[src/rtl/uart_rx_fifo.sv]
module uart_rx_fifo #(
  parameter int DEPTH = 8,
  parameter int OS    = 16
) (
  input  logic        clk,
  input  logic        rst_n,
  input  logic        rxd,
  input  logic        baud_tick,
  input  logic [1:0]  len_sel,
  input  logic        two_stop,
  input  logic [1:0]  par_mode,
  input  logic        pop,
  input  logic        ovr_clr,
  output logic [31:0] rx_word,
  output logic        rx_avail,
  output logic        ovr
);
  localparam int AW = $clog2(DEPTH);
  localparam int CW = $clog2(OS);
  localparam int MID = OS / 2;
  localparam logic [CW-1:0] C_LO  = CW'(MID - 1);
  localparam logic [CW-1:0] C_MID = CW'(MID);
  localparam logic [CW-1:0] C_HI  = CW'(MID + 1);
  localparam logic [CW-1:0] C_END = CW'(OS - 1);
  localparam logic [AW:0]   FULLV = (AW+1)'(DEPTH);

  typedef enum logic [2:0] {IDLE, START, BITS, STOP2, HOLD} st_t;

  st_t st;
  logic s1, s2;
  logic [CW-1:0] cnt;
  logic [3:0] idx;
  logic [7:0] dat;
  logic pbit, seen1, v_lo, v_mid, second;

  logic [10:0] mem [DEPTH];
  logic [AW:0] wp, rp;

  wire par_on = (par_mode == 2'd1) || (par_mode == 2'd2);
  wire [3:0] nbits = 4'd5 + {2'b00, len_sel};
  wire [3:0] last  = nbits + {3'b000, par_on};
  wire vote = (v_lo & v_mid) | (v_lo & s2) | (v_mid & s2);
  wire done = (st == BITS) && baud_tick && (cnt == C_HI) && (idx == last);
  wire perr = par_on && ((^dat) ^ pbit ^ (par_mode == 2'd2));
  wire brk  = !(seen1 | vote);
  wire [10:0] wdata = {perr, !vote, brk, dat};

  wire [AW:0] fill = wp - rp;
  wire empty  = (wp == rp);
  wire full   = (fill == FULLV);
  wire pop_ok = pop && !empty;
  wire wr_en  = done && (!full || pop_ok);
  wire ovf    = done && full && !pop_ok;

  assign rx_avail = !empty;
  assign rx_word  = {21'b0, empty ? 11'b0 : mem[rp[AW-1:0]]};

  always_ff @(posedge clk) begin
    if (!rst_n) begin
      s1 <= 1'b1;
      s2 <= 1'b1;
    end else begin
      s1 <= rxd;
      s2 <= s1;
    end
  end

  always_ff @(posedge clk) begin
    if (!rst_n) begin
      st <= IDLE;
      cnt <= '0;
      idx <= '0;
      dat <= '0;
      pbit <= 1'b0;
      seen1 <= 1'b0;
      v_lo <= 1'b0;
      v_mid <= 1'b0;
      second <= 1'b0;
    end else if (baud_tick) begin
      case (st)
        IDLE: if (!s2) begin
          st  <= START;
          cnt <= CW'(1);
        end
        START: begin
          cnt <= cnt + 1'b1;
          if (cnt == C_MID && s2) st <= IDLE;
          else if (cnt == C_END) begin
            st <= BITS;
            cnt <= '0;
            idx <= '0;
            dat <= '0;
            seen1 <= 1'b0;
          end
        end
        BITS: begin
          cnt <= (cnt == C_END) ? '0 : cnt + 1'b1;
          if (cnt == C_LO)  v_lo  <= s2;
          if (cnt == C_MID) v_mid <= s2;
          if (cnt == C_HI) begin
            seen1 <= seen1 | vote;
            if (idx < nbits) dat[idx[2:0]] <= vote;
            else if (idx == nbits) pbit <= vote;
            if (idx == last) begin
              st <= two_stop ? STOP2 : HOLD;
              second <= 1'b0;
            end
          end
          if (cnt == C_END) idx <= idx + 1'b1;
        end
        STOP2: begin
          cnt <= (cnt == C_END) ? '0 : cnt + 1'b1;
          if (cnt == C_END) begin
            if (second) st <= HOLD;
            second <= 1'b1;
          end
        end
        HOLD: if (s2) st <= IDLE;
        default: st <= IDLE;
      endcase
    end
  end

  always_ff @(posedge clk) begin
    if (wr_en) mem[wp[AW-1:0]] <= wdata;
  end

  always_ff @(posedge clk) begin
    if (!rst_n) begin
      wp  <= '0;
      rp  <= '0;
      ovr <= 1'b0;
    end else begin
      if (wr_en)  wp <= wp + 1'b1;
      if (pop_ok) rp <= rp + 1'b1;
      if (ovf) ovr <= 1'b1;
      else if (ovr_clr) ovr <= 1'b0;
    end
  end


  overrun_keep_chk: assert property (@(posedge clk) disable iff (!rst_n)
    (done && full && !pop) |=> (wp == $past(wp)));


  brk_ferr_chk: assert property (@(posedge clk) disable iff (!rst_n)
    (wr_en && wdata[8]) |-> wdata[9]);


  nopar_chk: assert property (@(posedge clk) disable iff (!rst_n)
    (wr_en && par_mode == 2'd0) |-> !wdata[10]);


  pop_fill_chk: assert property (@(posedge clk) disable iff (!rst_n)
    (pop_ok && !wr_en) |=> (fill == $past(fill) - 1'b1));


  ovr_rise_chk: assert property (@(posedge clk) disable iff (!rst_n)
    $rose(ovr) |-> $past(done && full));


  start_abort_chk: assert property (@(posedge clk) disable iff (!rst_n)
    (st == START && baud_tick && cnt == C_MID && s2) |=> (st == IDLE && !wr_en));
endmodule

[config.mk]
export PLATFORM = sky130hd
export DESIGN_NAME = uart_rx_fifo
export DESIGN_NICKNAME = d
export VERILOG_FILES = /design/src/rtl/uart_rx_fifo.sv
export SDC_FILE = /design/constraint.sdc
export NUM_CORES = 1
export LEC_CHECK = 0
export ABC_AREA = 1
export BUFFER_PORTS_ARGS = -buffer_cell sky130_fd_sc_hd__buf_2
export CAP_MARGIN = 5
export CORE_UTILIZATION = 67
export CTS_BUF_LIST = sky130_fd_sc_hd__clkbuf_8
export CTS_CLUSTER_DIAMETER = 50
export DETAILED_ROUTE_END_ITERATION = 8
export PLACE_DENSITY = 0.87
export SLEW_MARGIN = 20
export SYNTH_ARGS = -nofsm -noshare
export SYNTH_HDL_FRONTEND = slang
export SYNTH_SLANG_ARGS = --single-unit
[constraint.sdc]
create_clock -name clk -period 9.9 [get_ports clk]
set_input_delay 0.99 -clock clk [delete_from_list [all_inputs] [get_ports clk]]
set_output_delay 0.99 -clock clk [all_outputs]
set_load 0.03 [all_outputs]
==> impl_metrics.toml <==
[clocking]
cts_hold_buf = 0
clock-sinks = 126
post_cts_buffers = 0
cts_tree = "done"
ctsLongestPathBuffers = 2
root_buffer = "clkbuf_8"
cts_buffers = 17
clk_pin_slew_ns = 0.08
clk_latency_ns = 0.44
cts_resized = 0
htree_levels = 4

[critical_path]
startpoint_type = "register"
crit_top_cell = "o21ai_0"
cp.required_ns = 8.91
cpPeakStageDelay_ns = 0.83
slowest_stage = "dfxtp_1"
path_class = "register to output port"
crit_chain = "inv_1, o21ai_0, o22ai_1, o21ai_0, a31oi_1, buf_2"
timing.rr.start = "wp[2]"
r2r_setup_slack_ns = 6.99
end_kind = "output port"
cp_max_fo = 23
cp_data_arrival_time_ns = 2.83
timing.rr.end = "mem[0][0]"
ff2ff_path_depth = 9

[finish]
drive_above_1_share_pct = 13.30
final_core_util_pct = 74.94
syn_to_final_growth_pct = 7.716
multiInputGateArea_mm2 = 0.002255
seqCellArea_mm2 = 0.003403
antenna_cells = 0
fin_nets = 714
fillers = 603
fin_cells = 807

[worst_hold_path]
min_from = "s1"
min_to = "s2"
worstHoldPathType = "register to register"
hold-path-cell-count = 1

[global_route]
antenna_found_initial = 0
grt_usage_pct = 29.73
grt_start_max_net_pins = 46
grt_first_pass_wirelength_um = 21530
grt_pass1_vias = 4520
grt-ovfl-total = 0

[detailed_routing]
firstDrtPassIters = 8
routed_wl_um = 13260
detail_route.wl_per_cell_um = 16.44
num_vias = 4644
vias_per_cell = 5.755
drc = 0
drt_iter0_markers = 389
antenna_left = 0

[run_status]
status = "completed"

[logic_synthesis]
syn_inst = 667
yosys_warnings = 0
ys_ff_latch = 126
async_reset_ff_share_pct = 0
seq_area_frac_synth_pct = 55.82
synth_edf_count = 88
syn-cell-area_mm2 = 0.006097
synth_cell_type_count = 34
avgSynthCellArea_um2 = 9.141
ys.flop_type = "edfxtp_1"

[timing]
worst_pin_slew_ns = 0.9953
hold_viol_final = 0
fin_skew_ns = 0.01173
slew_violations = 0
fmax_mhz = 261.5
rsz0062_at_grt = "false"
slew_headroom_pct = 33.40
period_needed_ns = 3.824
min_period_over_period_pct = 38.62
tns_ns = 0
setup_violations = 0

[job]
drv_cap = 0

[pwr]
p_total_mw = 1.268
ir_worst_vdd_uv = 145.1
powerDensity_mw_per_mm2 = 193.1
leakagePower_nw = 2.658

[floorplanning]
rows = 34
core_mm2 = 0.008763
fp.dieArea_mm2 = 0.009486
start_util_pct = 69.57
die_w_um = 97.40
fp.dieH_um = 97.40
pin_count = 45

[place]
routabilityCongestion = 0.8669
place_hpwl_um = 8770
dp_cells = 775
port_buffers = 23
## routing by layer
| layer | up-vias | part of all wire, % | GRT usage [%] | wire, µm |
|---|---|---|---|---|
| li1 | 2237 | - | - | - |
| met1 | 2156 | 40 | 36.03 | 5299 |
| met4 | 0 | 2.9 | 14.93 | 384 |
| met5 | - | 0 | 0 | 0 |
| met3 | 36 | 7.2 | 5.827 | 952 |
| met2 | 215 | 50 | 50.67 | 6627 |
## metrics by stage
| stage | hold slack [ns] | worst slack [ns] | cell area (µm²) |
|---|---|---|---|
| floorplan | 0.3925 | 6.101 | 6172 |
| detailed placement | 0.4092 | 5.810 | 6175 |
| CTS | 0.4252 | 6.075 | 6568 |
| global placement | 0.4040 | 5.959 | 6175 |
| global route | 0.4417 | 5.878 | 6568 |
| finish | 0.4212 | 6.076 | 6568 |
## worst max-delay path by stage
stage,start,to,slack [ns],cells past startpoint
final,register,rx_word[6],6.08,6
after floorplan,par_mode[0],mem[6][0],6.10,12
after CTS,register,rx_word[6],6.08,6
after global placement,par_mode[0],mem[0][1],5.96,13
after global routing,register,rx_word[6],5.88,6
after detailed placement,par_mode[0],mem[0][4],5.81,13
## worst max-delay path, delay by kind of cell, from the launching register on
family / cells / cell delay (ns)
flops: 1 / 0.83
compound gates: 4 / 0.83
buf+inv: 2 / 0.73
## sequential cells by signal, summed over array words and instances (netlist names), named ones only
name / flops
s1: 1
seen1: 1
v_mid: 1
st: 3
v_lo: 1
pbit: 1
mem: 88
idx: 4
s2: 1
ovr: 1
dat: 8
cnt: 4
second: 1
rp: 4
wp: 4
## placed cells by master, fill, tap and decap left out, types with 2 or more instances in the layout
cell,count
a211oi_1,3
inv_6,4
bufinv_16,2
inv_1,58
a21oi_2,2
inv_2,9
clkinv_4,4
o22ai_1,12
nand2_1,90
edfxtp_1,88
nor2_1,118
a21oi_1,26
xor2_1,8
ha_1,16
o21ai_1,8
nand4_1,2
dfxtp_1,38
inv_4,4
conb_1,21
or2_2,3
clkbuf_8,17
nand3_1,31
xnor2_1,5
o21ai_0,54
nor2_4,4
nand2_2,9
buf_4,2
nor2_2,10
a31oi_1,12
nor3_1,10
buf_2,23
## cell type report
cell class                      count  share of cell area, %
Sequential cell                   126                  51.82
Multi-Input combinational cell    449                  34.33
Inverter                           67                  3.829
Clock buffer                       17                  3.563
Clock inverter                     15                  2.420
Tap cell                          108                  2.058
Timing Repair Buffer               25                  1.981
## synth_stat cells, types with 12 or more instances
| cell | number | area [µm²] |
|---|---|---|
| nor2_1 | 118 | 442.9 |
| nand2_1 | 90 | 337.8 |
| edfxtp_1 | 88 | 2643 |
| inv_1 | 57 | 214.0 |
| o21ai_0 | 54 | 270.3 |
| dfxtp_1 | 38 | 760.7 |
| nand3_1 | 31 | 155.2 |
| a21oi_1 | 27 | 135.1 |
| buf_4 | 22 | 165.2 |
| clkbuf_1 | 16 | 60.06 |
| ha_1 | 16 | 200.2 |
| a31oi_1 | 12 | 75.07 |
| o22ai_1 | 12 | 75.07 |
## kinds of logic after synthesis
kind of cell / count (synthesis) / synth area share (%)
buffers and inverters: 112 / 8.496
flip-flops: 126 / 55.82
XOR/XNOR: 13 / 1.867
AND/OR/NAND/NOR: 278 / 19.50
other: 1 / 0.06150
AO/OA/AOI/OAI: 120 / 10.65
adder cells (fa/ha/maj): 17 / 3.612
## power by group
| part | switching [mW] | leakage (nW) | internal, mW | total [mW] |
|---|---|---|---|---|
| clock | 0.216 | 0.208 | 0.227 | 0.444 |
| sequential | 0.0194 | 1.10 | 0.572 | 0.592 |
| combinational | 0.167 | 1.35 | 0.0657 | 0.233 |
Note: power is estimated with default switching activity, not from simulation.
